### config.mk
export PLATFORM = sky130hd
export DESIGN_NAME = qpulse_ctrl
export DESIGN_NICKNAME = d
export VERILOG_FILES = /design/src/rtl/qpulse_pkg.sv /design/src/rtl/qp_sync.sv /design/src/rtl/qp_seq.sv /design/src/rtl/qp_out.sv /design/src/rtl/qpulse_ctrl.sv
export SDC_FILE = /design/constraint.sdc
export NUM_CORES = 1
export LEC_CHECK = 0
export BUFFER_PORTS_ARGS = -buffer_cell sky130_fd_sc_hd__buf_2
export CORE_MARGIN = 4
export CORE_UTILIZATION = 25
export CTS_CLUSTER_SIZE = 12
export DETAILED_ROUTE_END_ITERATION = 8
export REMOVE_ABC_BUFFERS = 1
export SLEW_MARGIN = 20
export SYNTH_ARGS = -nofsm -noshare
export SYNTH_HDL_FRONTEND = slang
export SYNTH_HIERARCHICAL = 1
export SYNTH_SLANG_ARGS = --single-unit
### constraint.sdc
create_clock -name clk -period 2.3 [get_ports clk]
set_input_delay 0.115 -clock clk [delete_from_list [all_inputs] [get_ports clk]]
set_output_delay 0.115 -clock clk [all_outputs]
set_load 0.05 [all_outputs]
### src/rtl/qpulse_pkg.sv
`timescale 1ns/1ps
package qpulse_pkg;

  typedef enum logic [1:0] {
    ST_IDLE    = 2'd0,
    ST_ARM     = 2'd1,
    ST_INJECT  = 2'd2,
    ST_RELEASE = 2'd3
  } qp_state_e;

  typedef struct packed {
    logic sub;
    logic add;
    logic stb;
    logic sign;
  } qp_out_t;

  localparam int unsigned QP_CMP_W = 2;

endpackage

### src/rtl/qp_sync.sv
`timescale 1ns/1ps
module qp_sync #(
  parameter int unsigned STAGES = 2,
  parameter int unsigned WIDTH  = 2
) (
  input  logic             clk,
  input  logic             rst_n,
  input  logic [WIDTH-1:0] d_async,
  output logic [WIDTH-1:0] q_sync
);

  localparam int unsigned LAST = STAGES - 1;

  logic [WIDTH-1:0] chain [STAGES];

  genvar g;
  generate
    for (g = 0; g < STAGES; g++) begin : g_stage
      if (g == 0) begin : g_first
        always_ff @(posedge clk or negedge rst_n) begin
          if (!rst_n) chain[g] <= '0;
          else        chain[g] <= d_async;
        end
      end else begin : g_next
        always_ff @(posedge clk or negedge rst_n) begin
          if (!rst_n) chain[g] <= '0;
          else        chain[g] <= chain[g-1];
        end
      end
    end
  endgenerate

  assign q_sync = chain[LAST];

endmodule

### src/rtl/qp_seq.sv
`timescale 1ns/1ps
module qp_seq
  import qpulse_pkg::*;
(
  input  logic      clk,
  input  logic      rst_n,
  input  logic      hit_pos,
  input  logic      hit_neg,
  output qp_state_e state_nxt,
  output logic      pol_nxt
);

  qp_state_e state_q;
  logic      pol_q;
  logic      start;

  // a sequence may only start from idle; upper threshold has priority
  assign start   = (state_q == ST_IDLE) && (hit_pos || hit_neg);
  assign pol_nxt = start ? hit_pos : pol_q;

  always_comb begin
    state_nxt = state_q;
    unique case (state_q)
      ST_IDLE:    if (start) state_nxt = ST_ARM;
      ST_ARM:     state_nxt = ST_INJECT;
      ST_INJECT:  state_nxt = ST_RELEASE;
      ST_RELEASE: state_nxt = ST_IDLE;
      default:    state_nxt = ST_IDLE;
    endcase
  end

  always_ff @(posedge clk or negedge rst_n) begin
    if (!rst_n) state_q <= ST_IDLE;
    else        state_q <= state_nxt;
  end

  // polarity register, loaded only on sequence start
  always_ff @(posedge clk or negedge rst_n) begin
    if (!rst_n)     pol_q <= 1'b0;
    else if (start) pol_q <= hit_pos;
  end

endmodule

### src/rtl/qp_out.sv
`timescale 1ns/1ps
module qp_out
  import qpulse_pkg::*;
(
  input  logic      clk,
  input  logic      rst_n,
  input  qp_state_e state_nxt,
  input  logic      pol_nxt,
  output qp_out_t   out_q
);

  qp_out_t out_d;

  // decode the coming state so the registered drives line up with it
  always_comb begin
    out_d      = '0;
    out_d.sub  = (state_nxt == ST_INJECT)  &&  pol_nxt;
    out_d.add  = (state_nxt == ST_INJECT)  && !pol_nxt;
    out_d.stb  = (state_nxt == ST_RELEASE);
    out_d.sign = (state_nxt == ST_RELEASE) &&  pol_nxt;
  end

  always_ff @(posedge clk or negedge rst_n) begin
    if (!rst_n) out_q <= '0;
    else        out_q <= out_d;
  end

endmodule

### src/rtl/qpulse_ctrl.sv
`timescale 1ns/1ps
module qpulse_ctrl
  import qpulse_pkg::*;
#(
  parameter int unsigned SYNC_STAGES = 2
) (
  input  logic clk,
  input  logic rst_n,
  input  logic cmp_pos,
  input  logic cmp_neg,
  output logic inj_sub,
  output logic inj_add,
  output logic cnt_stb,
  output logic cnt_sign
);

  logic [QP_CMP_W-1:0] cmp_s;
  qp_state_e           state_nxt;
  logic                pol_nxt;
  qp_out_t             out_q;

  qp_sync #(
    .STAGES (SYNC_STAGES),
    .WIDTH  (QP_CMP_W)
  ) u_sync (
    .clk     (clk),
    .rst_n   (rst_n),
    .d_async ({cmp_pos, cmp_neg}),
    .q_sync  (cmp_s)
  );

  qp_seq u_seq (
    .clk       (clk),
    .rst_n     (rst_n),
    .hit_pos   (cmp_s[1]),
    .hit_neg   (cmp_s[0]),
    .state_nxt (state_nxt),
    .pol_nxt   (pol_nxt)
  );

  qp_out u_out (
    .clk       (clk),
    .rst_n     (rst_n),
    .state_nxt (state_nxt),
    .pol_nxt   (pol_nxt),
    .out_q     (out_q)
  );

  assign inj_sub  = out_q.sub;
  assign inj_add  = out_q.add;
  assign cnt_stb  = out_q.stb;
  assign cnt_sign = out_q.sign;

endmodule

==> results of run 1 <==
==> synth_stat cells, drive strengths merged <==
master  number  share of area (%)
dfrtp       11                 69
and3         1                1.9
nor3b        1                3.1
o21ai        1                1.3
a31oi        1                1.6
nor2         1               0.94
and2         1                1.9
ha           3                9.4
a22o         1                2.2
and3b        1                2.2
nand2        1               0.94
buf          2                3.8
inv          2                1.9
==> kinds of logic (layout without fill, tap and decap cells) <==
family | Yosys count | count (layout) | share of synthesized area [%]
buffers and inverters | 4 | 16 | 5.64
AOI/OAI and AO/OA | 3 | 3 | 5.02
and+or+nand+nor | 6 | 6 | 11.0
adders and majority gates | 3 | 3 | 9.41
DFF | 11 | 11 | 69.0
==> metal layers <==
layer | track usage, % | wire length, um | vias to the layer above
li1 | - | - | 110
met5 | 0 | 0 | -
met3 | 5.64 | 63 | 0
met1 | 6.16 | 220 | 100
met4 | 3.23 | 0 | 0
met2 | 7.12 | 202 | 10
==> registers in the layout, summed over array words and instances (netlist names) <==
register and cells:
u_out/out_q 4, u_seq/pol_q 1, u_sync/chain 2, u_seq/state_q 2, u_sync/q_sync 2
==> stage by stage <==
| stage | cell area [um2] | hold slack (ns) | power, W | std cells | utilization, % |
|---|---|---|---|---|---|
| final | 495 | 0.235 | 0.000658 | 55 | 32.9 |
| after global routing | 495 | 0.252 | 0.000710 | 55 | 32.9 |
| after CTS | 495 | 0.245 | 0.000672 | 55 | 32.9 |
| after detailed placement | 439 | -0.00881 | 0.000536 | 48 | 29.2 |
| after global placement | 439 | -0.0102 | 0.000535 | 48 | 29.2 |
| after floorplan | 384 | -0.181 | 0.000482 | 25 | - |
==> power breakdown <==
part	switching (W)	leakage [nW]	total, W	internal [W]
combinational	0.000170	0.106	0.000272	0.000102
sequential	0.0000134	0.135	0.000261	0.000248
clock	0.0000581	0.0150	0.000125	0.0000670
total	0.000241	0.257	0.000658	0.000417
==> final cells by class <==
class	count	share of cell area [%]
Sequential cell	11	55.6
Tap cell	16	4.04
Timing Repair Buffer	10	13.1
Inverter	2	1.52
Clock buffer	4	5.30
Multi-Input combinational cell	12	20.5
==> what timing repair did <==
action	4_1_cts	5_1_grt
buffers inserted	0	0
hold buffers	3	0
hold endpoints to repair	13	0
==> worst min-delay path by stage <==
stage               start                        to  slack [ns]
global route        rst_n  u_out/out_q[3]$_DFF_PN0_        0.25
detailed placement  rst_n  u_out/out_q[1]$_DFF_PN0_      -0.009
global placement    rst_n  u_out/out_q[3]$_DFF_PN0_       -0.01
floorplan           rst_n  u_out/out_q[0]$_DFF_PN0_       -0.18
finish              rst_n  u_out/out_q[1]$_DFF_PN0_        0.24
CTS                 rst_n  u_out/out_q[1]$_DFF_PN0_        0.24
==> layout by cell type (no fill, tap or decap), drive strengths merged <==
cell	instances
dfrtp	11
buf	7
clkbuf	4
dlygate4sd3	3
ha	3
inv	2
nor3b	1
and2	1
and3	1
and3b	1
o21ai	1
nor2	1
a31oi	1
nand2	1
a22o	1
==> impl_metrics.toml, run 1 <==
[outcome]
status = "completed"

[die]
row_count = 14
chipWidth_um = 48.0
die_h_um = 48.0
ios = 8
die_area_um2 = 2300
core_um2 = 1510
start_util_pct = 26.5

[placed_design]
port_buffers = 7
gp_congestion = 0.678
pre_cts_ws_ns = 0.886
hpwlAfterDp_um = 340

[logic_synthesis]
syn_area_per_cell_um2 = 14.8
syn_area_um2 = 399
synth_cells = 27
synth_warnings = 6
synth_seq_area_share_pct = 69.0
synth_cell_types = 13
ys_seq_elements = 11

[global_route]
grt_antenna_before_repair = 0
grt_usage_pct = 5.73
grt_pass1_wl_um = 821
first_global_vias = 205
grt_max_degree = 12
overflow = 0

[critical_path]
crit_slowest_cell = "dfrtp_1"
r2r-end = "u_out/out_q[3]$_DFF_PN0_"
path_cells = "inv_1 -> ha_1 -> o21ai_1 -> a31oi_1 -> and3b_1"
crit_path_end_kind = "flip-flop"
cp_max_fo = 5
cp.arrival_ns = 1.57
ff2ff_setup_slack_ns = 0.89
endpoint = "u_out/out_q[3]$_DFF_PN0_"
cp-startpoint = "u_seq/state_q[0]$_DFF_PN0_"
worstSetupStartpointType = "flip-flop"
slowest_delay_ns = 0.36
critical_path_buf_inv_count = 1
path_delay_family = "compound AO/OA/AOI/OAI gates"
cp_num_cells = 5
reg2reg_from = "u_seq/state_q[0]$_DFF_PN0_"
worstPathRequired_ns = 2.46
critPathKind = "flip-flop to flip-flop"
reg2reg_depth = 5

[sta]
final.setup_skew_ns = 0.00340
worstMarginPinSlew_ns = 0.367
slew_violations = 0
fin_crit_sh_pct = 61.5
fmax_mhz = 707
relSlewSlack_pct = 75.4
tns_ns = 0
setup_slack_ns = 0.886
setup_viol = 0
rsz0062_at_grt = "no"
period_minus_slack_ns = 1.41
hold_viol = 0

[layout]
antenna_cells = 0
nFillCells = 149
drive_gt1_share_pct = 33.3
area_growth_pct = 24.1
layout.nets = 47
seqCellArea_um2 = 275
multi_input_area_um2 = 101

[route]
vias = 220
routed_via_density = 4.00
drc_errors = 0
drt_iter0_drc = 8
drt-total-wl_um = 486
antenna_left = 0
wl_per_cell_um = 8.84
drt_pass1_iterations = 2

[clock_tree]
htreeDepth = 1
cts_resized = 0
clk_latency_ns = 0.26
clk_pin_slew_ns = 0.06
cts_buffers = 3
cts_max_path_buffers = 2
cts_root_buf = "clkbuf_4"
cts_sinks = 11
cts_tree = "built"

[hold_path]
min_path_type = "primary input to async pin"

[flow_run]
max_cap_violations = 0

[power_and_ir_drop]
peakVddDrop_v = 0.000546
power.density_nw_per_um2 = 1330
power_leakage_nw = 0.257
(Power assumes the default switching activity.)
==> inputs of run 2 (changes only) <==
--- a/config.mk
+++ b/config.mk
@@ -5,6 +5,7 @@
 export SDC_FILE = /design/constraint.sdc
 export NUM_CORES = 1
 export LEC_CHECK = 0
+export ABC_AREA = 1
 export BUFFER_PORTS_ARGS = -buffer_cell sky130_fd_sc_hd__buf_2
 export CORE_MARGIN = 4
 export CORE_UTILIZATION = 25
==> constraint.sdc (replaced) <==
create_clock -name clk -period 1.2 [get_ports clk]
set_input_delay 0.06 -clock clk [delete_from_list [all_inputs] [get_ports clk]]
set_output_delay 0.06 -clock clk [all_outputs]
set_load 0.05 [all_outputs]
==> impl_metrics.toml, run 2 <==
[global_route]
grt_usage_pct = 6.67
grt-busiest-layer = "met2"
met3_usage_pct = 4.51
first_global_vias = 254
grt_max_degree = 12
overflow = 0
use_met2_pct = 10.3
met1_usage_pct = 5.53
grt_antenna_before_repair = 0
grt_pass1_wl_um = 917

[critical_path]
critical_path_buf_inv_count = 2
worstPathRequired_ns = 1.35
crit_slowest_cell = "dfrtp_1"
path_delay_family = "flip-flops"
cp.arrival_ns = 1.33
crit_path_end_kind = "flip-flop"
critPathKind = "flip-flop to flip-flop"
path_cells = "inv_2 -> ha_2 -> o21ai_2 -> a21oi_2 -> inv_1 -> nand2_2 -> nor2_1"
slowest_delay_ns = 0.38
cp_max_fo = 3
worstSetupStartpointType = "flip-flop"

[sta]
tns_ns = 0
slew_violations = 0
hold_viol = 0
fmax_mhz = 854
setup_slack_ns = 0.0286
final.setup_skew_ns = 0.00266
period_minus_slack_ns = 1.17
holdWs_ns = 0.188
fin_crit_sh_pct = 97.6
relSlewSlack_pct = 84.0
setup_viol = 0
rsz0062_at_grt = "yes"
worstMarginPinSlew_ns = 0.240

[clock_tree]
cts_max_path_buffers = 2
cts_tree = "built"
cts_sinks = 11
cts_buffers = 3
htreeDepth = 1
clk_latency_ns = 0.26
clk_pin_slew_ns = 0.07
cts_root_buf = "clkbuf_4"

[route]
wl_per_cell_um = 9.23
antenna_left = 0
drt_pass1_iterations = 2
vias = 246
drc_errors = 0
routed_via_density = 3.78
drt_iter0_drc = 2
drt-total-wl_um = 600

[power_and_ir_drop]
peakVddDrop_v = 0.000635
power.density_nw_per_um2 = 2650
power_leakage_nw = 0.285

[outcome]
status = "completed"

[layout]
largest_reg_flops = 4
layout.cells.non_filler = 65
layout_common_cells = "dfrtp_1 (11), buf_2 (7), inv_1 (4), nor2_1 (4), nand2_1 (4)"
top_register = "u_out/out_q"
drive_gt1_share_pct = 42.9
antenna_cells = 0
area_growth_pct = 33.0
layout.nets = 57
final_common_cell = "dfrtp_1"

[logic_synthesis]
synth_largest_area_cell = "dfrtp_1"
ys_seq_elements = 11
synth_warnings = 6
synth_seq_area_share_pct = 68.5
synthArstFlopShare_pct = 100
synth-main-ff-cell = "dfrtp_1"
synth_cell_types = 8
yosysTopAreaCellShare_pct = 68.5
synth_edf_count = 0
syn_area_um2 = 402
synth_cells = 34
synth.top_cells.by_count = "dfrtp_1 (11), inv_1 (6), nand2_1 (5), nor2_1 (5), ha_1 (3)"
synth_top_cells_by_area = "dfrtp_1 (69%), ha_1 (9.3%), inv_1 (5.6%)"
syn_area_per_cell_um2 = 11.8
synth.most_common_cell = "dfrtp_1"

[flow_run]
max_cap_violations = 0

[die]
die_h_um = 48.1
die_area_um2 = 2310
chipWidth_um = 48.1
core_um2 = 1510
ios = 8
row_count = 14
start_util_pct = 26.7

[placed_design]
gp_congestion = 0.640
placed_cells = 56
pre_cts_ws_ns = -0.0580
port_buffers = 7
hpwlAfterDp_um = 394

[hold_path]
min_path_type = "primary input to async pin"
==> run 2: worst paths after layout <==
| check | cells after the start | slack [ns] | startpoint | endpoint |
|---|---|---|---|---|
| max in group asynchronous | 2 | 0.81 | rst_n | u_out/out_q[0]$_DFF_PN0_ |
| max | 7 | 0.03 | u_seq/state_q[0]$_DFF_PN0_ | u_out/out_q[2]$_DFF_PN0_ |
| max reg2reg | 7 | 0.03 | u_seq/state_q[0]$_DFF_PN0_ | u_out/out_q[2]$_DFF_PN0_ |
| min | 2 | 0.19 | rst_n | u_out/out_q[2]$_DFF_PN0_ |
| min in group clk | 0 | 0.35 | u_sync/chain[2]$_DFF_PN0_ | u_sync/q_sync[0]$_DFF_PN0_ |
| min reg2reg | 0 | 0.35 | u_sync/chain[2]$_DFF_PN0_ | u_sync/q_sync[0]$_DFF_PN0_ |
==> run 2: through the flow <==
| step | util, % | area, um2 | power [W] |
|---|---|---|---|
| after floorplan | - | 387 | 0.000907 |
| final | 35.5 | 534 | 0.00142 |
| after global placement | 29.8 | 449 | 0.00105 |
| after detailed placement | 29.8 | 449 | 0.00106 |
| after global routing | 35.5 | 534 | 0.00153 |
| after CTS | 34.0 | 512 | 0.00134 |
==> run 2: report_power, final <==
group | switching, W | internal [W] | total, W
clock network | 0.000114 | 0.000128 | 0.000242
registers | 0.0000365 | 0.000474 | 0.000510
logic | 0.000411 | 0.000252 | 0.000663
total | 0.000561 | 0.000854 | 0.00142
==> run 2: logic make-up (layout without fill, tap and decap cells) <==
family | after synthesis | count (layout) | share of synthesized area, %
compound gates | 2 | 2 | 3.43
fa+ha+maj | 3 | 3 | 9.35
buf+inv | 8 | 23 | 9.34
flops | 11 | 11 | 68.5
simple gates | 10 | 10 | 9.35
==> run 2: layout make-up <==
cell class | count | area [um2]
timing repair buffer | 13 | 87.6
clock buffer | 4 | 26.3
tap | 16 | 20.0
sequential | 11 | 275
fill | 149 | 972
multi-input combinational | 15 | 103
inverter | 6 | 22.5
==> run 2: layer usage <==
layer  vias up  part of all wire, %  wire (um)
met2         3                   52        311
li1        128                    -          -
met5         -                    0          0
met1       113                   42        249
met4         0                 0.67          4
met3         2                  5.7         34
==> run 2: repair_timing <==
action	4_1_cts	5_1_grt
endpoints found under the hold margin	13	0
pin swaps	1	2
setup buffers	0	2
resized for setup	3	4
hold buffers	3	0
setup endpoints to repair	3	4
